===== config.mk =====
export PLATFORM = sky130hd
export DESIGN_NAME = lcd_timing_gen
export DESIGN_NICKNAME = d
export VERILOG_FILES = /design/src/rtl/lcd_tg_pkg.sv /design/src/rtl/lcd_tg_regs.sv /design/src/rtl/lcd_tg_counters.sv /design/src/rtl/lcd_tg_window.sv /design/src/rtl/lcd_timing_gen.sv
export SDC_FILE = /design/constraint.sdc
export NUM_CORES = 1
export LEC_CHECK = 0
export BUFFER_PORTS_ARGS = -buffer_cell sky130_fd_sc_hd__buf_2
export CAP_MARGIN = 30
export CORE_MARGIN = 4
export CORE_UTILIZATION = 35
export CTS_CLUSTER_SIZE = 10
export DETAILED_ROUTE_END_ITERATION = 8
export SYNTH_ARGS = -nofsm -noshare
export SYNTH_HDL_FRONTEND = slang
export SYNTH_SLANG_ARGS = --single-unit

===== constraint.sdc =====
create_clock -name clk -period 7.15 [get_ports clk]
set_input_delay 1.43 -clock clk [delete_from_list [all_inputs] [get_ports clk]]
set_output_delay 1.43 -clock clk [all_outputs]
set_load 0.1 [all_outputs]

===== src/rtl/lcd_tg_pkg.sv =====
package lcd_tg_pkg;
  localparam int unsigned TG_DW = 16;

  typedef enum logic [2:0] {
    REG_CTRL  = 3'd0,
    REG_HCNT  = 3'd1,
    REG_VDISP = 3'd2,
    REG_VTOT  = 3'd3,
    REG_HSYNC = 3'd4,
    REG_VSYNC = 3'd5
  } tg_addr_e;

  typedef struct packed {
    logic [TG_DW-1:0] hcount;
    logic [TG_DW-1:0] vdisp;
    logic [TG_DW-1:0] vtotal;
    logic [TG_DW-1:0] hsync;
    logic [TG_DW-1:0] vsync;
    logic             hpol_n;
    logic             vpol_n;
  } tg_cfg_t;
endpackage


===== src/rtl/lcd_tg_regs.sv =====
module lcd_tg_regs
  import lcd_tg_pkg::*;
#(
  parameter int unsigned ADDR_W = 3
) (
  input  logic              clk,
  input  logic              rst_n,
  input  logic              we,
  input  logic [ADDR_W-1:0] addr,
  input  logic [TG_DW-1:0]  wdata,
  input  logic              frame_load,
  output logic              disp_on,
  output logic              irq_en,
  output tg_cfg_t           cfg_act
);
  tg_cfg_t pend_q;
  logic [TG_DW-1:0] unused_wdata;

  assign unused_wdata = wdata & 16'hFFF0;

  always_ff @(posedge clk) begin
    if (!rst_n) begin
      pend_q  <= '0;
      cfg_act <= '0;
      disp_on <= 1'b0;
      irq_en  <= 1'b0;
    end else begin
      if (frame_load) cfg_act <= pend_q;
      if (we) begin
        case (tg_addr_e'(addr))
          REG_CTRL: begin
            disp_on       <= wdata[0];
            irq_en        <= wdata[1];
            pend_q.hpol_n <= wdata[2];
            pend_q.vpol_n <= wdata[3];
          end
          REG_HCNT:  pend_q.hcount <= wdata;
          REG_VDISP: pend_q.vdisp  <= wdata;
          REG_VTOT:  pend_q.vtotal <= wdata;
          REG_HSYNC: pend_q.hsync  <= wdata;
          REG_VSYNC: pend_q.vsync  <= wdata;
          default: ;
        endcase
      end
    end
  end

  // the working copy changes only on a permitted load
  p_shadow_hold_r8: assert property (@(posedge clk) disable iff (!rst_n)
    !frame_load |=> $stable(cfg_act));
endmodule


===== src/rtl/lcd_tg_counters.sv =====
module lcd_tg_counters #(
  parameter int unsigned X_W   = 12,
  parameter int unsigned Y_W   = 12,
  parameter int unsigned CMP_W = 20
) (
  input  logic             clk,
  input  logic             rst_n,
  input  logic             run,
  input  logic             pix_en,
  input  logic [CMP_W-1:0] h_last,
  input  logic [CMP_W-1:0] v_last,
  output logic [X_W-1:0]   h,
  output logic [Y_W-1:0]   v,
  output logic             frame_wrap
);
  logic h_end, v_end;

  assign h_end      = (CMP_W'(h) == h_last);
  assign v_end      = (CMP_W'(v) == v_last);
  assign frame_wrap = run & pix_en & h_end & v_end;

  always_ff @(posedge clk) begin
    if (!rst_n || !run) begin
      h <= '0;
      v <= '0;
    end else if (pix_en) begin
      if (h_end) begin
        h <= '0;
        v <= v_end ? '0 : v + 1'b1;
      end else begin
        h <= h + 1'b1;
      end
    end
  end

  // counters parked while off
  p_hold_off_r9: assert property (@(posedge clk) disable iff (!rst_n)
    !run |=> (h == '0) && (v == '0));
  // no movement without a pixel enable
  p_stall_r2: assert property (@(posedge clk) disable iff (!rst_n)
    run && !pix_en |=> $stable(h) && $stable(v));
  // column never passes its programmed end
  p_bound_r2: assert property (@(posedge clk) disable iff (!rst_n)
    run |-> CMP_W'(h) <= h_last);
endmodule


===== src/rtl/lcd_tg_window.sv =====
module lcd_tg_window #(
  parameter int unsigned CMP_W = 20
) (
  input  logic [CMP_W-1:0] pos,
  input  logic [CMP_W-1:0] start,
  input  logic [CMP_W-1:0] len,
  output logic             active
);
  logic [CMP_W-1:0] stop;
  assign stop   = start + len;
  assign active = (pos >= start) && (pos < stop);
endmodule


===== src/rtl/lcd_timing_gen.sv =====
module lcd_timing_gen
  import lcd_tg_pkg::*;
#(
  parameter int unsigned X_W    = 12,
  parameter int unsigned Y_W    = 12,
  parameter int unsigned ADDR_W = 3
) (
  input  logic              clk,
  input  logic              rst_n,
  input  logic              cfg_we,
  input  logic [ADDR_W-1:0] cfg_addr,
  input  logic [TG_DW-1:0]  cfg_wdata,
  input  logic              pix_en,
  output logic              hsync_o,
  output logic              vsync_o,
  output logic              de_o,
  output logic [X_W-1:0]    pix_x,
  output logic [Y_W-1:0]    pix_y,
  output logic              vblank_irq
);
  localparam int unsigned CHAR_SH = 3;
  localparam int unsigned CMP_W   = TG_DW + CHAR_SH + 1;
  localparam int unsigned N_AX    = 2;

  tg_cfg_t          cfg;
  logic             disp_on, irq_en, frame_wrap, frame_load;
  logic [CMP_W-1:0] h_last, v_last, hvis_last, x_w, y_w;
  logic [CMP_W-1:0] win_pos   [N_AX];
  logic [CMP_W-1:0] win_start [N_AX];
  logic [CMP_W-1:0] win_len   [N_AX];
  logic [N_AX-1:0]  win_act;

  assign frame_load = !disp_on || frame_wrap;

  lcd_tg_regs #(.ADDR_W(ADDR_W)) regs_i (
    .clk(clk), .rst_n(rst_n), .we(cfg_we), .addr(cfg_addr), .wdata(cfg_wdata),
    .frame_load(frame_load), .disp_on(disp_on), .irq_en(irq_en), .cfg_act(cfg)
  );

  assign h_last    = CMP_W'({cfg.hcount[7:0], 3'b111});
  assign hvis_last = CMP_W'({cfg.hcount[15:8], 3'b111});
  assign v_last    = CMP_W'(cfg.vtotal);

  lcd_tg_counters #(.X_W(X_W), .Y_W(Y_W), .CMP_W(CMP_W)) cnt_i (
    .clk(clk), .rst_n(rst_n), .run(disp_on), .pix_en(pix_en),
    .h_last(h_last), .v_last(v_last), .h(pix_x), .v(pix_y),
    .frame_wrap(frame_wrap)
  );

  assign x_w = CMP_W'(pix_x);
  assign y_w = CMP_W'(pix_y);

  always_comb begin
    win_pos[0]   = x_w;
    win_start[0] = (CMP_W'(cfg.hsync[11:0]) + 1'b1) << CHAR_SH;
    win_len[0]   = (CMP_W'(cfg.hsync[15:12]) + 1'b1) << CHAR_SH;
    win_pos[1]   = y_w;
    win_start[1] = CMP_W'(cfg.vsync[11:0]) + 1'b1;
    win_len[1]   = CMP_W'(cfg.vsync[15:12]) + 1'b1;
  end

  for (genvar i = 0; i < N_AX; i++) begin : g_sync_win
    lcd_tg_window #(.CMP_W(CMP_W)) win_i (
      .pos(win_pos[i]), .start(win_start[i]), .len(win_len[i]),
      .active(win_act[i])
    );
  end

  assign hsync_o    = (disp_on & win_act[0]) ^ cfg.hpol_n;
  assign vsync_o    = (disp_on & win_act[1]) ^ cfg.vpol_n;
  assign de_o       = disp_on && (x_w <= hvis_last) && (y_w <= CMP_W'(cfg.vdisp));
  assign vblank_irq = disp_on && irq_en && pix_en && (pix_x == '0) &&
                      (y_w == CMP_W'(cfg.vdisp) + 1'b1);

  // the blank pulse lasts a single cycle
  p_irq_single_r7: assert property (@(posedge clk) disable iff (!rst_n)
    vblank_irq |=> !vblank_irq);
  // nothing visible while off
  p_off_quiet_r9: assert property (@(posedge clk) disable iff (!rst_n)
    !disp_on |-> !de_o && !vblank_irq);
  // idle sync level follows the polarity bits
  p_sync_idle_r6: assert property (@(posedge clk) disable iff (!rst_n)
    !disp_on |-> (hsync_o == cfg.hpol_n) && (vsync_o == cfg.vpol_n));
endmodule


==> flow_metrics.tcl <==
set metrics [dict create \
    cts-root-buf "clkbuf_16" \
    finalSetupTns_ns 0 \
    max-vdd-ir-drop_mv 0.127 \
    cpPeakStageDelay_ns 0.50 \
    yosys-top-cells-area "dfxtp_1, ha_1, mux2i_1" \
    drv_cap 0 \
    grt_pass1_wl_um 41900 \
    hpwl_um 18200 \
    layout-drive-gt1-share 0.0853 \
    cts_inserted_buffers 17 \
    place_congestion 0.841 \
    first_global_vias 7814 \
    drc_errors 0 \
    clkTransAtPathRegs_ns 0.07 \
    routed_wl_um 25800 \
    syn_to_final_growth_pct 11.1 \
    reg2regPathDepth 7 \
    netlist.area_leader.share 0.378 \
    min_period_over_period 0.893 \
    syn_inst 1189 \
    cp_cell_sequence "ha_1, xor2_1, ha_1, nand2_1, o21ai_0, a21oi_1, or2_2, nor2_1, nand3_1, xnor2_1, ha_1, or4_1, a221o_1, o22ai_1, a41o_1, o211ai_1, xnor2_1, buf_2" \
    cp_top_family "simple AND/OR/NAND/NOR gates" \
    io_buffers 50 \
    drt_iter0_drc 491 \
    fmax_mhz 157 \
    end_kind "output port" \
    cts_resized 0 \
    rr_endpoint "regs_i.cfg_act[70]" \
    path_buf_inv 1 \
    rrSetupSlack_ns 3.73 \
    seq_area_frac_synth 0.378 \
    tightest_slew_ns 0.971 \
    cp.arrival_ns 4.95 \
    p_leak_nw 4.87 \
    antenna_found_initial 0 \
    holdPathEnd "regs_i.pend_q[28]" \
    die_y_um 178 \
    outcome "finished clean" \
    cts_tree "yes" \
    wl_per_cell_um 16.2 \
    setup_ws_ns 0.768 \
    core.rowCount 61 \
    num_vias 8028 \
    ys.flop_type "dfxtp_1" \
    synth_edf_count 0 \
    hp-class "flip-flop to flip-flop" \
    yosys.area.top_type "dfxtp_1" \
    diodes 0 \
    power.density_mw_per_mm2 194 \
    relSlewSlack 0.350 \
    hp-start "regs_i.pend_q[28]" \
    syn_area_per_cell_um2 8.47 \
    synth_seq_cells 190 \
    ys_types 63 \
    setup_violations 0 \
    core_area_mm2 0.0281 \
    initial_utilization 0.358 \
    crit_type "flip-flop to output port" \
    skew_ns 0.0101 \
    dieWidth_um 178 \
    holdPathStages 2 \
    syn_area_mm2 0.0101 \
    place_ws_ns 1.22 \
    grt_overflow 0 \
    clock_latency_ns 0.43 \
    finalNetCount 1305 \
    worst_hold_slack_ns 0.456 \
    final_antenna_net_count 0 \
    grt_max_degree 74 \
    die_area_mm2 0.0315 \
    crit_slowest_cell "or4_1" \
    htreeDepth 4 \
    holdBufCountCts 0 \
    clock_sinks 190 \
    critPathLaunchType "flip-flop" \
    first_pass_iters 6 \
    r2r_start "cnt_i.h[5]" \
    grt_usage 0.167 \
    ys_async_sr_fraction 0 \
    rsz0062_at_grt "false" \
    ys_warn_count 0 \
    cp.required_ns 5.72 \
    cpMostUsedCell "ha_1" \
    ys_top_cells_by_count "nand2_1, dfxtp_1, nor2_1, a21oi_1, mux2i_1" \
    num_io_pins 51 \
    avgViaCountPerCell 5.03 \
    slew_viol_final 0 \
    yosysMostFrequentCell "nand2_1" \
    post_cts_buffers 0 \
    hold_viol_final 0 \
    clockBufferDepth 2 \
    synth_nets 1288 \
    critPathMaxFanout 10 \
    min_period_ns 6.38 \
]
## worst register-to-register path, delay by kind of cell, from the launching register on
| kind | cells | cell delay (ns) |
|---|---|---|
| AO/OA/AOI/OAI | 1 | 0.88 |
| XOR/XNOR | 1 | 0.12 |
| buffers and inverters | 1 | 0.63 |
| flip-flops | 1 | 0.60 |
| multiplexers | 1 | 0.28 |
| AND/OR/NAND/NOR | 3 | 0.78 |
## cells by family (layout without fill, tap and decap cells)
| family | Yosys count | after routing | share of synthesized area |
|---|---|---|---|
| simple gates | 460 | 460 | 0.205 |
| xor+xnor | 93 | 93 | 0.0809 |
| mux | 91 | 91 | 0.0905 |
| buf+inv | 102 | 132 | 0.0452 |
| fa+ha+maj | 78 | 78 | 0.0981 |
| flops | 190 | 190 | 0.378 |
| compound gates | 175 | 175 | 0.103 |
## per-stage QoR
step / instances / utilization / area (um^2) / power (mW)
6_report: 1597 / 0.398 / 11200 / 2.17
5_1_grt: 1597 / 0.398 / 11200 / 2.25
4_1_cts: 1597 / 0.398 / 11200 / 2.19
3_5_place_dp: 1565 / 0.377 / 10600 / 1.22
3_3_place_gp: 1563 / 0.375 / 10500 / 1.22
2_1_floorplan: 1189 / - / 10100 / 1.18
## metal layers
metal	global-route usage	wire length, um
met1	0.226	12300
met2	0.270	11900
met3	0.0345	1050
met4	0.0503	586
met5	0	0
## power breakdown
| group | total (mW) | switching (mW) | internal, mW |
|---|---|---|---|
| logic | 0.114 | 0.0756 | 0.0380 |
| clock network | 0.969 | 0.418 | 0.550 |
| registers | 1.09 | 0.0124 | 1.07 |
| total | 2.17 | 0.506 | 1.66 |
## worst max path at each step
stage | to | slack, ns | from | depth (start not counted)
after global routing | vsync_o | 0.40 | regs_i.cfg_act[2] | 18
after detailed placement | vsync_o | 1.22 | regs_i.cfg_act[2] | 18
after floorplan | vsync_o | 0.64 | regs_i.cfg_act[2] | 18
after CTS | vsync_o | 0.76 | regs_i.cfg_act[2] | 18
final | vsync_o | 0.77 | regs_i.cfg_act[2] | 18
after global placement | vsync_o | 1.33 | regs_i.cfg_act[2] | 18
## state kept, by name, summed over array words and instances, names as in the netlist
signal	cells
regs_i.pend_q	82
cnt_i.v	12
regs_i.irq_en	1
cnt_i.h	12
regs_i.disp_on	1
regs_i.cfg_act	82
## layout by cell type, fill, tap and decap left out, drive strengths merged, types with 3 or more instances in the layout
cell	n
a2111oi	3
a21o	12
a21oi	102
a31oi	3
and3	9
and4	8
buf	57
bufinv	3
clkbuf	18
clkinv	7
clkinvlp	3
dfxtp	190
ha	74
inv	44
mux2i	91
nand2	200
nand2b	6
nand3	33
nand4	19
nand4b	3
nor2	129
nor2b	8
nor3	14
nor4	12
o211ai	3
o21a	12
o21ai	21
or2	4
or3	4
xnor2	37
xor2	56
## layout make-up
| type | instances | area, um^2 |
|---|---|---|
| Sequential cell | 190 | 3800 |
| Inverter | 43 | 164 |
| Multi-Input combinational cell | 897 | 5820 |
| Fill cell | 2911 | 16900 |
| Clock inverter | 14 | 168 |
| Clock buffer | 18 | 429 |
| Tap cell | 378 | 473 |
| Timing Repair Buffer | 57 | 323 |
(Power assumes the default switching activity.)
